`src/rtl/spim_pkg.sv`:
```
package spim_pkg;
   localparam int WORD_W = 32;
   localparam int LEN_W  = 6;
   localparam int ADDR_W = 3;

   localparam logic [ADDR_W-1:0] A_CTRL = 3'd0;
   localparam logic [ADDR_W-1:0] A_STAT = 3'd1;
   localparam logic [ADDR_W-1:0] A_RATE = 3'd2;
   localparam logic [ADDR_W-1:0] A_CMD  = 3'd3;
   localparam logic [ADDR_W-1:0] A_DATA = 3'd4;

   typedef struct packed {
      logic rx_ie;
      logic enable;
      logic tx_ie;
      logic err_ie;
      logic master;
      logic fault_en;
      logic tx_only;
      logic three_wire;
   } ctrl_t;

   typedef struct packed {
      logic [2:0] rsvd_hi;
      logic       lsb_first;
      logic [3:0] len_code;
      logic       hold_ss;
      logic       rsvd_6;
      logic [1:0] ss_sel;
      logic [1:0] rsvd_lo;
      logic       cpol;
      logic       cpha;
   } cmd_t;

   // Non-linear length code: 7..15 -> code+1, 0/1/2 -> 20/24/32, rest -> 8
   function automatic logic [LEN_W-1:0] frame_bits(input logic [3:0] code);
      case (code)
         4'd0:    frame_bits = 6'd20;
         4'd1:    frame_bits = 6'd24;
         4'd2:    frame_bits = 6'd32;
         4'd3, 4'd4, 4'd5, 4'd6: frame_bits = 6'd8;
         default: frame_bits = {2'b00, code} + 6'd1;
      endcase
   endfunction
endpackage

```
`src/rtl/spim_clkgen.sv`:
```
module spim_clkgen #(
   parameter int RATE_W = 8
) (
   input  logic              clk,
   input  logic              rst_n,
   input  logic              run,
   input  logic [RATE_W-1:0] rate,
   output logic              tick
);
   logic [RATE_W-1:0] cnt;

   always_ff @(posedge clk or negedge rst_n) begin
      if (!rst_n)                  cnt <= '0;
      else if (!run || cnt == rate) cnt <= '0;
      else                         cnt <= cnt + 1'b1;
   end

   assign tick = run && (cnt == rate);
endmodule

```
`src/rtl/spim_shifter.sv`:
```
module spim_shifter
   import spim_pkg::*;
(
   input  logic              clk,
   input  logic              rst_n,
   input  logic              start,
   input  logic [WORD_W-1:0] tx_word,
   input  logic [LEN_W-1:0]  len,
   input  logic              lsb_first,
   input  logic              cpol,
   input  logic              cpha,
   input  logic              tick,
   input  logic              miso,
   output logic              busy,
   output logic              sck,
   output logic              mosi,
   output logic              frame_done,
   output logic [WORD_W-1:0] rx_word
);
   logic [LEN_W-1:0]  len_l, pad_in, pad_l;
   logic              lsb_l, cpha_l, sck_r;
   logic [LEN_W:0]    edge_n;
   logic [WORD_W-1:0] txs, rxs;
   logic              lead, samp, adv, last;

   assign pad_in = LEN_W'(WORD_W) - len;
   assign pad_l  = LEN_W'(WORD_W) - len_l;
   assign lead   = ~edge_n[0];
   assign samp   = lead ^ cpha_l;
   assign adv    = !samp && !(cpha_l && edge_n == '0);
   assign last   = edge_n == ({len_l, 1'b0} - 7'd1);

   always_ff @(posedge clk or negedge rst_n) begin
      if (!rst_n) begin
         busy <= 1'b0; frame_done <= 1'b0; edge_n <= '0;
         len_l <= '0; lsb_l <= 1'b0; cpha_l <= 1'b0; sck_r <= 1'b0;
         txs <= '0; rxs <= '0;
      end else begin
         frame_done <= 1'b0;
         if (start) begin
            busy   <= 1'b1;
            edge_n <= '0;
            len_l  <= len;
            lsb_l  <= lsb_first;
            cpha_l <= cpha;
            sck_r  <= cpol;
            rxs    <= '0;
            txs    <= lsb_first ? tx_word : (tx_word << pad_in);
         end else if (busy && tick) begin
            sck_r  <= ~sck_r;
            edge_n <= edge_n + 1'b1;
            if (samp) rxs <= lsb_l ? {miso, rxs[WORD_W-1:1]} : {rxs[WORD_W-2:0], miso};
            if (adv)  txs <= lsb_l ? (txs >> 1) : (txs << 1);
            if (last) begin
               busy       <= 1'b0;
               frame_done <= 1'b1;
            end
         end
      end
   end

   assign sck     = busy ? sck_r : cpol;
   assign mosi    = lsb_l ? txs[0] : txs[WORD_W-1];
   assign rx_word = lsb_l ? (rxs >> pad_l) : rxs;
endmodule

```
`src/rtl/spim_regfile.sv`:
```
module spim_regfile
   import spim_pkg::*;
#(
   parameter int RATE_W = 8
) (
   input  logic              clk,
   input  logic              rst_n,
   input  logic              reg_wr,
   input  logic              reg_rd,
   input  logic [ADDR_W-1:0] reg_addr,
   input  logic [WORD_W-1:0] reg_wdata,
   output logic [WORD_W-1:0] reg_rdata,
   input  logic              busy,
   input  logic              frame_done,
   input  logic [WORD_W-1:0] rx_word,
   output ctrl_t             ctrl,
   output cmd_t              cmd,
   output logic [RATE_W-1:0] rate,
   output logic [WORD_W-1:0] tx_word,
   output logic              start,
   output logic              tx_empty,
   output logic              rx_full,
   output logic              ovr_flag
);
   logic [WORD_W-1:0] rx_buf;
   logic [7:0]        status;

   assign start  = ctrl.enable && !tx_empty && !busy;
   assign status = {rx_full, 1'b0, tx_empty, 3'b000, busy, ovr_flag};

   always_ff @(posedge clk or negedge rst_n) begin
      if (!rst_n) begin
         ctrl <= '0; cmd <= '0; rate <= '0; tx_word <= '0; rx_buf <= '0;
         tx_empty <= 1'b1; rx_full <= 1'b0; ovr_flag <= 1'b0;
      end else begin
         if (reg_wr && reg_addr == A_CTRL) ctrl <= ctrl_t'(reg_wdata[7:0]);
         if (reg_wr && reg_addr == A_RATE) rate <= reg_wdata[RATE_W-1:0];
         if (reg_wr && reg_addr == A_CMD)  cmd  <= cmd_t'(reg_wdata[15:0]);
         if (start) tx_empty <= 1'b1;
         if (reg_wr && reg_addr == A_DATA) begin
            tx_word  <= reg_wdata;
            tx_empty <= 1'b0;
         end
         if (reg_wr && reg_addr == A_STAT && !reg_wdata[0]) ovr_flag <= 1'b0;
         if (reg_rd && reg_addr == A_DATA) rx_full <= 1'b0;
         if (frame_done && !ctrl.tx_only) begin
            if (rx_full) ovr_flag <= 1'b1;
            else begin
               rx_buf  <= rx_word;
               rx_full <= 1'b1;
            end
         end
      end
   end

   always_comb begin
      case (reg_addr)
         A_CTRL:  reg_rdata = WORD_W'(ctrl);
         A_STAT:  reg_rdata = WORD_W'(status);
         A_RATE:  reg_rdata = WORD_W'(rate);
         A_CMD:   reg_rdata = WORD_W'(cmd);
         A_DATA:  reg_rdata = rx_buf;
         default: reg_rdata = '0;
      endcase
   end
endmodule

```
`src/rtl/spim_ctrl.sv`:
```
module spim_ctrl
   import spim_pkg::*;
#(
   parameter int NUM_SS = 2,
   parameter int RATE_W = 8
) (
   input  logic              clk,
   input  logic              rst_n,
   input  logic              reg_wr,
   input  logic              reg_rd,
   input  logic [ADDR_W-1:0] reg_addr,
   input  logic [WORD_W-1:0] reg_wdata,
   output logic [WORD_W-1:0] reg_rdata,
   output logic              sck,
   output logic              mosi,
   input  logic              miso,
   output logic [NUM_SS-1:0] ss_n,
   output logic              irq
);
   localparam int SEL_W = 2;

   generate
      if (NUM_SS < 1 || NUM_SS > (1 << SEL_W)) begin : g_bad_ss
         $error("NUM_SS must lie between 1 and 4");
      end
      if (RATE_W < 1 || RATE_W > 16) begin : g_bad_rate
         $error("RATE_W must lie between 1 and 16");
      end
   endgenerate

   ctrl_t             ctrl;
   cmd_t              cmd;
   logic [RATE_W-1:0] rate;
   logic [WORD_W-1:0] tx_word, rx_word;
   logic              start, busy, tick, frame_done;
   logic              tx_empty, rx_full, ovr_flag;
   logic              blk_en, tx_only, ss_on;

   spim_regfile #(.RATE_W(RATE_W)) u_regs (
      .clk(clk), .rst_n(rst_n), .reg_wr(reg_wr), .reg_rd(reg_rd),
      .reg_addr(reg_addr), .reg_wdata(reg_wdata), .reg_rdata(reg_rdata),
      .busy(busy), .frame_done(frame_done), .rx_word(rx_word),
      .ctrl(ctrl), .cmd(cmd), .rate(rate), .tx_word(tx_word), .start(start),
      .tx_empty(tx_empty), .rx_full(rx_full), .ovr_flag(ovr_flag)
   );

   spim_clkgen #(.RATE_W(RATE_W)) u_div (
      .clk(clk), .rst_n(rst_n), .run(busy), .rate(rate), .tick(tick)
   );

   spim_shifter u_shift (
      .clk(clk), .rst_n(rst_n), .start(start), .tx_word(tx_word),
      .len(frame_bits(cmd.len_code)), .lsb_first(cmd.lsb_first),
      .cpol(cmd.cpol), .cpha(cmd.cpha), .tick(tick), .miso(miso),
      .busy(busy), .sck(sck), .mosi(mosi), .frame_done(frame_done),
      .rx_word(rx_word)
   );

   assign blk_en  = ctrl.enable;
   assign tx_only = ctrl.tx_only;
   assign ss_on   = blk_en && (cmd.hold_ss || busy);

   for (genvar i = 0; i < NUM_SS; i++) begin : g_ss
      assign ss_n[i] = !(ss_on && cmd.ss_sel == SEL_W'(i));
   end

   assign irq = (rx_full && ctrl.rx_ie) || (tx_empty && ctrl.tx_ie);
endmodule

```
`config.mk`:
```
export PLATFORM = sky130hd
export DESIGN_NAME = spim_ctrl
export DESIGN_NICKNAME = d
export VERILOG_FILES = /design/src/rtl/spim_pkg.sv /design/src/rtl/spim_clkgen.sv /design/src/rtl/spim_shifter.sv /design/src/rtl/spim_regfile.sv /design/src/rtl/spim_ctrl.sv
export SDC_FILE = /design/constraint.sdc
export NUM_CORES = 1
export LEC_CHECK = 0
export BUFFER_PORTS_ARGS = -buffer_cell sky130_fd_sc_hd__buf_2
export CAP_MARGIN = 40
export CELL_PAD_IN_SITES_DETAIL_PLACEMENT = 0
export CELL_PAD_IN_SITES_GLOBAL_PLACEMENT = 2
export CORE_MARGIN = 2
export CORE_UTILIZATION = 36
export CTS_CLUSTER_SIZE = 24
export DETAILED_ROUTE_END_ITERATION = 12
export PLACE_DENSITY = 0.88
export SYNTH_ARGS = -nofsm -noshare
export SYNTH_HDL_FRONTEND = slang
export SYNTH_SLANG_ARGS = --single-unit
```
`constraint.sdc`:
```
create_clock -name clk -period 4.08 [get_ports clk]
set_clock_uncertainty 0.2 [all_clocks]
set_input_delay 0.204 -clock clk [delete_from_list [all_inputs] [get_ports clk]]
set_output_delay 0.204 -clock clk [all_outputs]
set_load 0.01 [all_outputs]
```
==> metrics.md, run 1 <==
| Metric | Value |
|---|---|
| Status | `finished, final reports clean` |
| MaxCap Viol Count | `0` |
| Setup Viol. Count Final | `0` |
| CP Class | `flop to flop` |
| CTS H-Tree Depth | `4` |
| Total Wirelength | `37600 µm` |
| Vias per cell | `5.71` |
| Gp weighted congestion | `0.959` |
| Seq/Total Area, Yosys | `37.2%` |
| Core ar. | `roughly 0.035 mm²` |
| IO Port Bufs | `76` |
| Global route overflow | `0` |
| Ant. Diodes | `0` |
| Largest net degree at the start of global routing | `about 100` |
| Die Height | `192 µm` |
| DRC | `0` |
| Final core occ | `41.9%` |
| Number of global-route vias before repair | `10300` |
| Final Cycle Share | `about 92%` |
| Max-slew headroom | `44.7%` |
| Layout area overhead | `14.2%` |
| Leak | `6.20 nW` |
| CP Launch Type | `flop` |
| Worst vdd ir | `between 300 and 400 µV` |
| Die area | `0.0368 mm²` |
| Area fraction of the dominant cell type after synthesis | `37.0%` |
| Num CTS Buffers | `17` |
| WL per Instance | `between 20 and 25 µm` |
| Hold Vio Cnt, Final | `0` |
| Slack of the worst reg-to-reg path | `0.31 ns` |
| Post-synth EDFFs | `0` |
| Global Route Usage Sum | `21.2%` |
| Req. time, crit path | `~4.2 ns` |
| Reg clk slew, reported paths | `0.08 ns` |
| Final net count | `1426` |
| Fmax | `265 MHz` |
| Max Buffers Root-to-Sink | `2` |
| Initial antenna violation count | `0` |
| Non-filler instance count after layout | `approximately 1800` |
| Cells after Synth | `1312` |
| Ys Warns | `0` |
| Clock latency on the worst-skew pair | `0.45 ns` |
| CP max FO | `27` |
| Synth Cell Area | `0.0127 mm²` |
| TritonCTS clock tree | `done` |
| Starting Density | `36.7%` |
| Area contributors post-synth | `dfrtp_1, mux2i_1, mux2_2` |
| Die W | `around 190 µm` |
| Most frequent cells in the layout | `dfrtp_1, nor2_1, mux2i_1` |
| # placed instances | `1777` |
| Pwr Density | `between 600 and 700 mW/mm²` |
| Hold Path Class | `input pin to flop` |
| Detail Route Antenna Nets | `0` |
| Area leader, netlist | `dfrtp_1` |
| Share of async-settable or async-resettable flops after synthesis | `100%` |
| Total negative slack | `0 ns` |
| Syn Nets | `1361` |
| Fin crit period | `about 3.8 ns` |
| First-pass GRT wire length | `just over 60000 µm` |
| Post-CTS setup buffers | `0` |
| Root buffer cell | `clkbuf_16` |
| Distinct cell type count after synthesis | `76` |
| Unrepaired setup endpoints after global routing | `no` |
| Count of state elements after synthesis | `189` |
| Least-Margin Pin Slew | `0.829 ns` |
| CP arrival | `between 3 and 4 ns` |
| Fin. max-slew vios | `0` |
| CP Capture Type | `flop` |
| Dpl hpwl | `between 20000 and 30000 µm` |
| Sinks on Clock Net | `189` |
| Most used DFF post-synth | `dfrtp_1` |
| Drt first pass iters | `5` |
| Num rows | `68` |
| Vias | `roughly 11000` |
| Layout cell share with drive strength beyond 1 | `20.9%` |
| First-iteration detailed-routing DRC count | `~830` |
| Most common cell after layout, fill and taps aside | `dfrtp_1` |
| Syn_area_per_cell | `9.68 µm²` |
| # IOs | `slightly below 80` |
## per-layer routing
metal / global-route usage (%) / vias up / routed length, µm
met5: 0 / - / 0
met4: 5.65 / 0 / 784
met3: 3.18 / 48 / 1530
met2: 34.1 / 280 / 17600
met1: 29.9 / 5283 / 17600
li1: - / 4920 / -
## flip-flops by register name, indices dropped and copies added, names as in the netlist, 6 cells and up
signal,count
u_regs.rx_buf,32
u_regs.tx_word,32
u_shift.rxs,32
u_shift.txs,32
u_regs.cmd,16
u_div.cnt,8
u_regs.ctrl,8
u_regs.rate,8
u_shift.edge_n,7
u_shift.len_l,6
## timing repair
item,in CTS,in global routing
hold buffers,36,0
endpoints found under the hold margin,162,0
endpoints found under the setup margin,0,6
resized for setup,0,1
## stage by stage
stage	area, µm²	power (W)	setup WS [ns]	hold slack (ns)
floorplan	12700	0.00657	0.0665	-0.292
CTS	14500	0.00972	0.261	0.0382
global route	14500	0.0103	0.0502	0.0692
finish	14500	0.00974	0.308	0.0616
global placement	13600	0.00797	0.330	0.151
detailed placement	13600	0.00801	0.254	0.161
## worst paths after layout
path / endpoint / cells past startpoint / startpoint
worst max-delay path: u_shift.txs[28] / 10 / u_regs.cmd[8]
worst min-delay path: u_regs.ovr_flag / 5 / reg_wr
worst max register to register: u_shift.txs[28] / 10 / u_regs.cmd[8]
worst min register to register: u_regs.rx_buf[18] / 1 / u_regs.rx_buf[18]
max in group asynchronous: u_regs.tx_empty / 3 / rst_n
min in group asynchronous: u_shift.rxs[3] / 2 / rst_n
## critical path: stages (launching register included)
cell     delay, ns
dfrtp_1       0.49
inv_1         0.13
ha_1          0.30
nor3_1        0.33
a31o_1        0.26
inv_4         0.13
ha_2          0.50
buf_12        0.25
mux2i_1       0.17
mux4_1        0.59
a221o_1       0.31
## cell usage after synthesis (12+ instances only)
| cell | instances |
|---|---|
| nand2_1 | 85 |
| buf_2 | 12 |
| mux2_2 | 79 |
| inv_1 | 16 |
| nand3_1 | 31 |
| nor2b_1 | 35 |
| a211oi_1 | 18 |
| dfrtp_1 | 188 |
| xnor2_1 | 16 |
| nor2_1 | 160 |
| mux2i_1 | 144 |
| xor2_1 | 17 |
| o21ai_0 | 47 |
| a221o_1 | 12 |
| a21oi_1 | 131 |
| clkbuf_1 | 73 |
| a31oi_1 | 19 |
| mux4_2 | 37 |
| and2_1 | 21 |
| o211ai_1 | 20 |
## final cells by class
type | instances | area, µm²
clock inverter | 13 | 145
inverter | 17 | 66.3
timing repair buffer | 147 | 1050
sequential | 189 | 4740
clock buffer | 19 | 433
fill | 3386 | 20100
multi-input combinational | 1005 | 7510
tap | 455 | 569
## power by group
group | internal [W] | switching [W] | total (W)
Combinational | 0.00225 | 0.00295 | 0.00520
Clock | 0.000821 | 0.000846 | 0.00167
Sequential | 0.00227 | 0.000603 | 0.00287
## cell families (layout without fill, tap and decap cells)
group,count (synthesis),count (layout),share of synthesized area [%]
mux,262,262,25.2
xor+xnor,36,36,2.84
simple gates,391,391,14.8
fa+ha+maj,9,9,0.887
buf+inv,118,196,4.01
compound gates,307,307,15.0
flops,189,189,37.2
Power figures use the tool's default switching activity.
==> run 2, diff against run 1 <==
- CELL_PAD_IN_SITES_DETAIL_PLACEMENT: 0 -> default
- CELL_PAD_IN_SITES_GLOBAL_PLACEMENT: 2 -> default
- CORE_MARGIN: 2 -> default
- CORE_UTILIZATION: 36 -> 56
==> metrics.md, run 2 (same netlist as run 1, synthesis figures left out) <==
| Metric | Value |
|---|---|
| Status | `finished with violations` |
| Violations in the final reports | `DRC` |
| CP arrival | `3.90 ns (about the same)` |
| CP max stage cell | `xnor2_4` |
| Vias | `11100 (+5.4%)` |
| Vias per cell | `6.63 (+16%)` |
| Most frequent cells in the layout | `dfrtp_1, nor2_1, mux2i_1` |
| Max Buffers Root-to-Sink | `2 (unchanged)` |
| Total negative slack | `0 ns (unchanged)` |
| # placed instances | `1606 (-9.6%)` |
| M1 GR Usage | `42.0% (+12 points)` |
| First-pass GRT wire length | `60400 µm (-0.16%)` |
| Least-Margin Pin Slew | `0.881 ns (+0.0519 ns)` |
| Die area | `0.0233 mm² (-37%)` |
| Ant. Diodes | `0 (unchanged)` |
| # IOs | `77 (unchanged)` |
| Final net count | `1430 (+0.28%)` |
| CP peak stage delay | `0.56 ns (-0.03 ns)` |
| CP bufs+invs | `2 (-1)` |
| CP max FO | `14 (-48%)` |
| Num rows | `54 (-21%)` |
| Crit-path cells | `inv_1, ha_1, nor3_1, a22oi_2, or3b_4, xnor2_4, buf_4, mux2_1, a22oi_1, o211ai_1` |
| Fin crit period | `3.79 ns (+0.0131 ns)` |
| Layout area overhead | `13.0%` |
| Leak | `6.24 nW (+0.64%)` |
| CP Capture Type | `flop` |
| Non-filler instance count after layout | `1674 (-9.3%)` |
| Detail Route Antenna Nets | `0 (unchanged)` |
| Req. time, crit path | `4.19 ns (-0.03 ns)` |
| Pre-CTS WS | `0.368 ns (+0.115 ns)` |
| Gp weighted congestion | `1.07 (+12%)` |
| CP Class | `flop to flop` |
| Hold Path Class | `input pin to flop` |
| Drt first pass iters | `12 (+7)` |
| IO Port Bufs | `76 (unchanged)` |
| Root buffer cell | `clkbuf_16` |
| Global route overflow | `0 (unchanged)` |
| Sinks on Clock Net | `189 (unchanged)` |
| Met2 Usage GRT | `55.0% (+21 points)` |
| Layout cell share with drive strength beyond 1 | `21.2% (+0.30 points)` |
| Final setup margin | `0.295 ns (-0.0131 ns)` |
| Global Route Usage Sum | `33.0% (+12 points)` |
| Setup Viol. Count Final | `0 (unchanged)` |
| Dpl hpwl | `25900 µm (-5.2%)` |
| DRC | `4 (+4)` |
| Kind of cell adding the most delay to the critical path | `compound AO/OA/AOI/OAI gates` |
| Clock latency on the worst-skew pair | `0.45 ns (about the same)` |
| Post_cts resized | `0 (unchanged)` |
| Num CTS Buffers | `17 (unchanged)` |
| # hold bufs at CTS | `36 (unchanged)` |
| Final Cycle Share | `92.8% (+0.32 points)` |
| Die W | `153 µm (-20%)` |
| WL per Instance | `22.4 µm (+9.8%)` |
| First-iteration detailed-routing DRC count | `1184 (+43%)` |
| Post-CTS setup buffers | `0 (unchanged)` |
| Grt met3 use | `5.38% (+2.2 points)` |
| Hold Vio Cnt, Final | `0 (unchanged)` |
| Unrepaired setup endpoints after global routing | `no` |
| Number of global-route vias before repair | `11000 (+6.6%)` |
| MaxCap Viol Count | `0 (unchanged)` |
| Total Wirelength | `37400 µm (-0.41%)` |
| Fin. max-slew vios | `0 (unchanged)` |
| Power Total | `0.00986 W (+1.2%)` |
| Starting Density | `57.7% (+21 points)` |
| Largest net degree at the start of global routing | `112 (+13%)` |
| Die Height | `153 µm (-20%)` |
| Most common cell after layout, fill and taps aside | `dfrtp_1` |
| Max-slew headroom | `40.7% (-4.0 points)` |
| Pwr Density | `687 mW/mm² (+2.3%)` |
| Core ar. | `0.0220 mm² (-36%)` |
| Initial antenna violation count | `0 (unchanged)` |
| TritonCTS clock tree | `done` |
| Reg clk slew, reported paths | `0.08 ns (about the same)` |
| CP Launch Type | `flop` |
| Busiest grt layer | `met2` |
| Worst vdd ir | `426 µV (+21%)` |
| CTS H-Tree Depth | `4 (unchanged)` |
| Fmax | `264 MHz (-0.35%)` |
-- run 2: cell types whose count changed in the layout (fill, tap and decap cells not counted) --
cell | previous run | this run
buf_12 | 3 | 1
buf_16 | 0 | 1
buf_2 | 76 | 77
buf_4 | 31 | 35
clkbuf_1 | 2 | 0
clkbuf_8 | 1 | 2
clkinv_4 | 2 | 0
clkinv_8 | 3 | 5
ha_1 | 8 | 9
ha_2 | 1 | 0
inv_12 | 0 | 2
inv_8 | 4 | 3
-- run 2: tightest hold or removal path, delay by kind of cell --
family                 cells  cell delay (ns)
and+or+nand+nor            1             0.13
AOI/OAI and AO/OA          1             0.14
buffers and inverters      1             0.22
-- run 2: worst paths after layout --
kind,startpoint,to,slack [ns],depth (start not counted)
max,u_regs.cmd[8],u_shift.txs[27],0.29,10
min,reg_addr[0],u_regs.ovr_flag,0.09,3
max reg2reg,u_regs.cmd[8],u_shift.txs[27],0.29,10
min reg2reg,u_regs.rx_buf[22],u_regs.rx_buf[22],0.30,1
max in group asynchronous,rst_n,u_shift.txs[8],2.69,4
min in group asynchronous,rst_n,u_regs.rx_buf[30],0.16,3
-- run 2: layer usage --
layer | routed length, µm | up-vias | share of wire [%]
li1 | - | 4917 | -
met1 | 14500 | 5447 | 39
met2 | 18300 | 603 | 49
met3 | 2980 | 128 | 8.0
met4 | 1720 | 0 | 4.6
met5 | 0 | - | 0
-- run 2: layout make-up --
class / count / area (µm²)
clock inverters: 14 / 181
flip-flops and latches: 189 / 4740
multi-input cells: 1005 / 7500
well taps: 280 / 350
repair buffers: 151 / 1070
inverters: 17 / 66.3
fillers: 1667 / 7680
clock buffers: 18 / 439
-- run 2: metrics by stage --
stage	utilization, %	instance area (µm²)	hold WS, ns
2_1_floorplan	-	12700	-0.292
3_3_place_gp	60.5	13300	0.173
3_5_place_dp	60.7	13400	-0.177
4_1_cts	65.1	14300	0.0243
5_1_grt	65.1	14300	0.0943
6_report	65.1	14300	0.0852
-- run 2: report_power, final --
group	internal, W	switching [W]
clock network	0.000857	0.000875
logic	0.00224	0.00302
registers	0.00227	0.000588
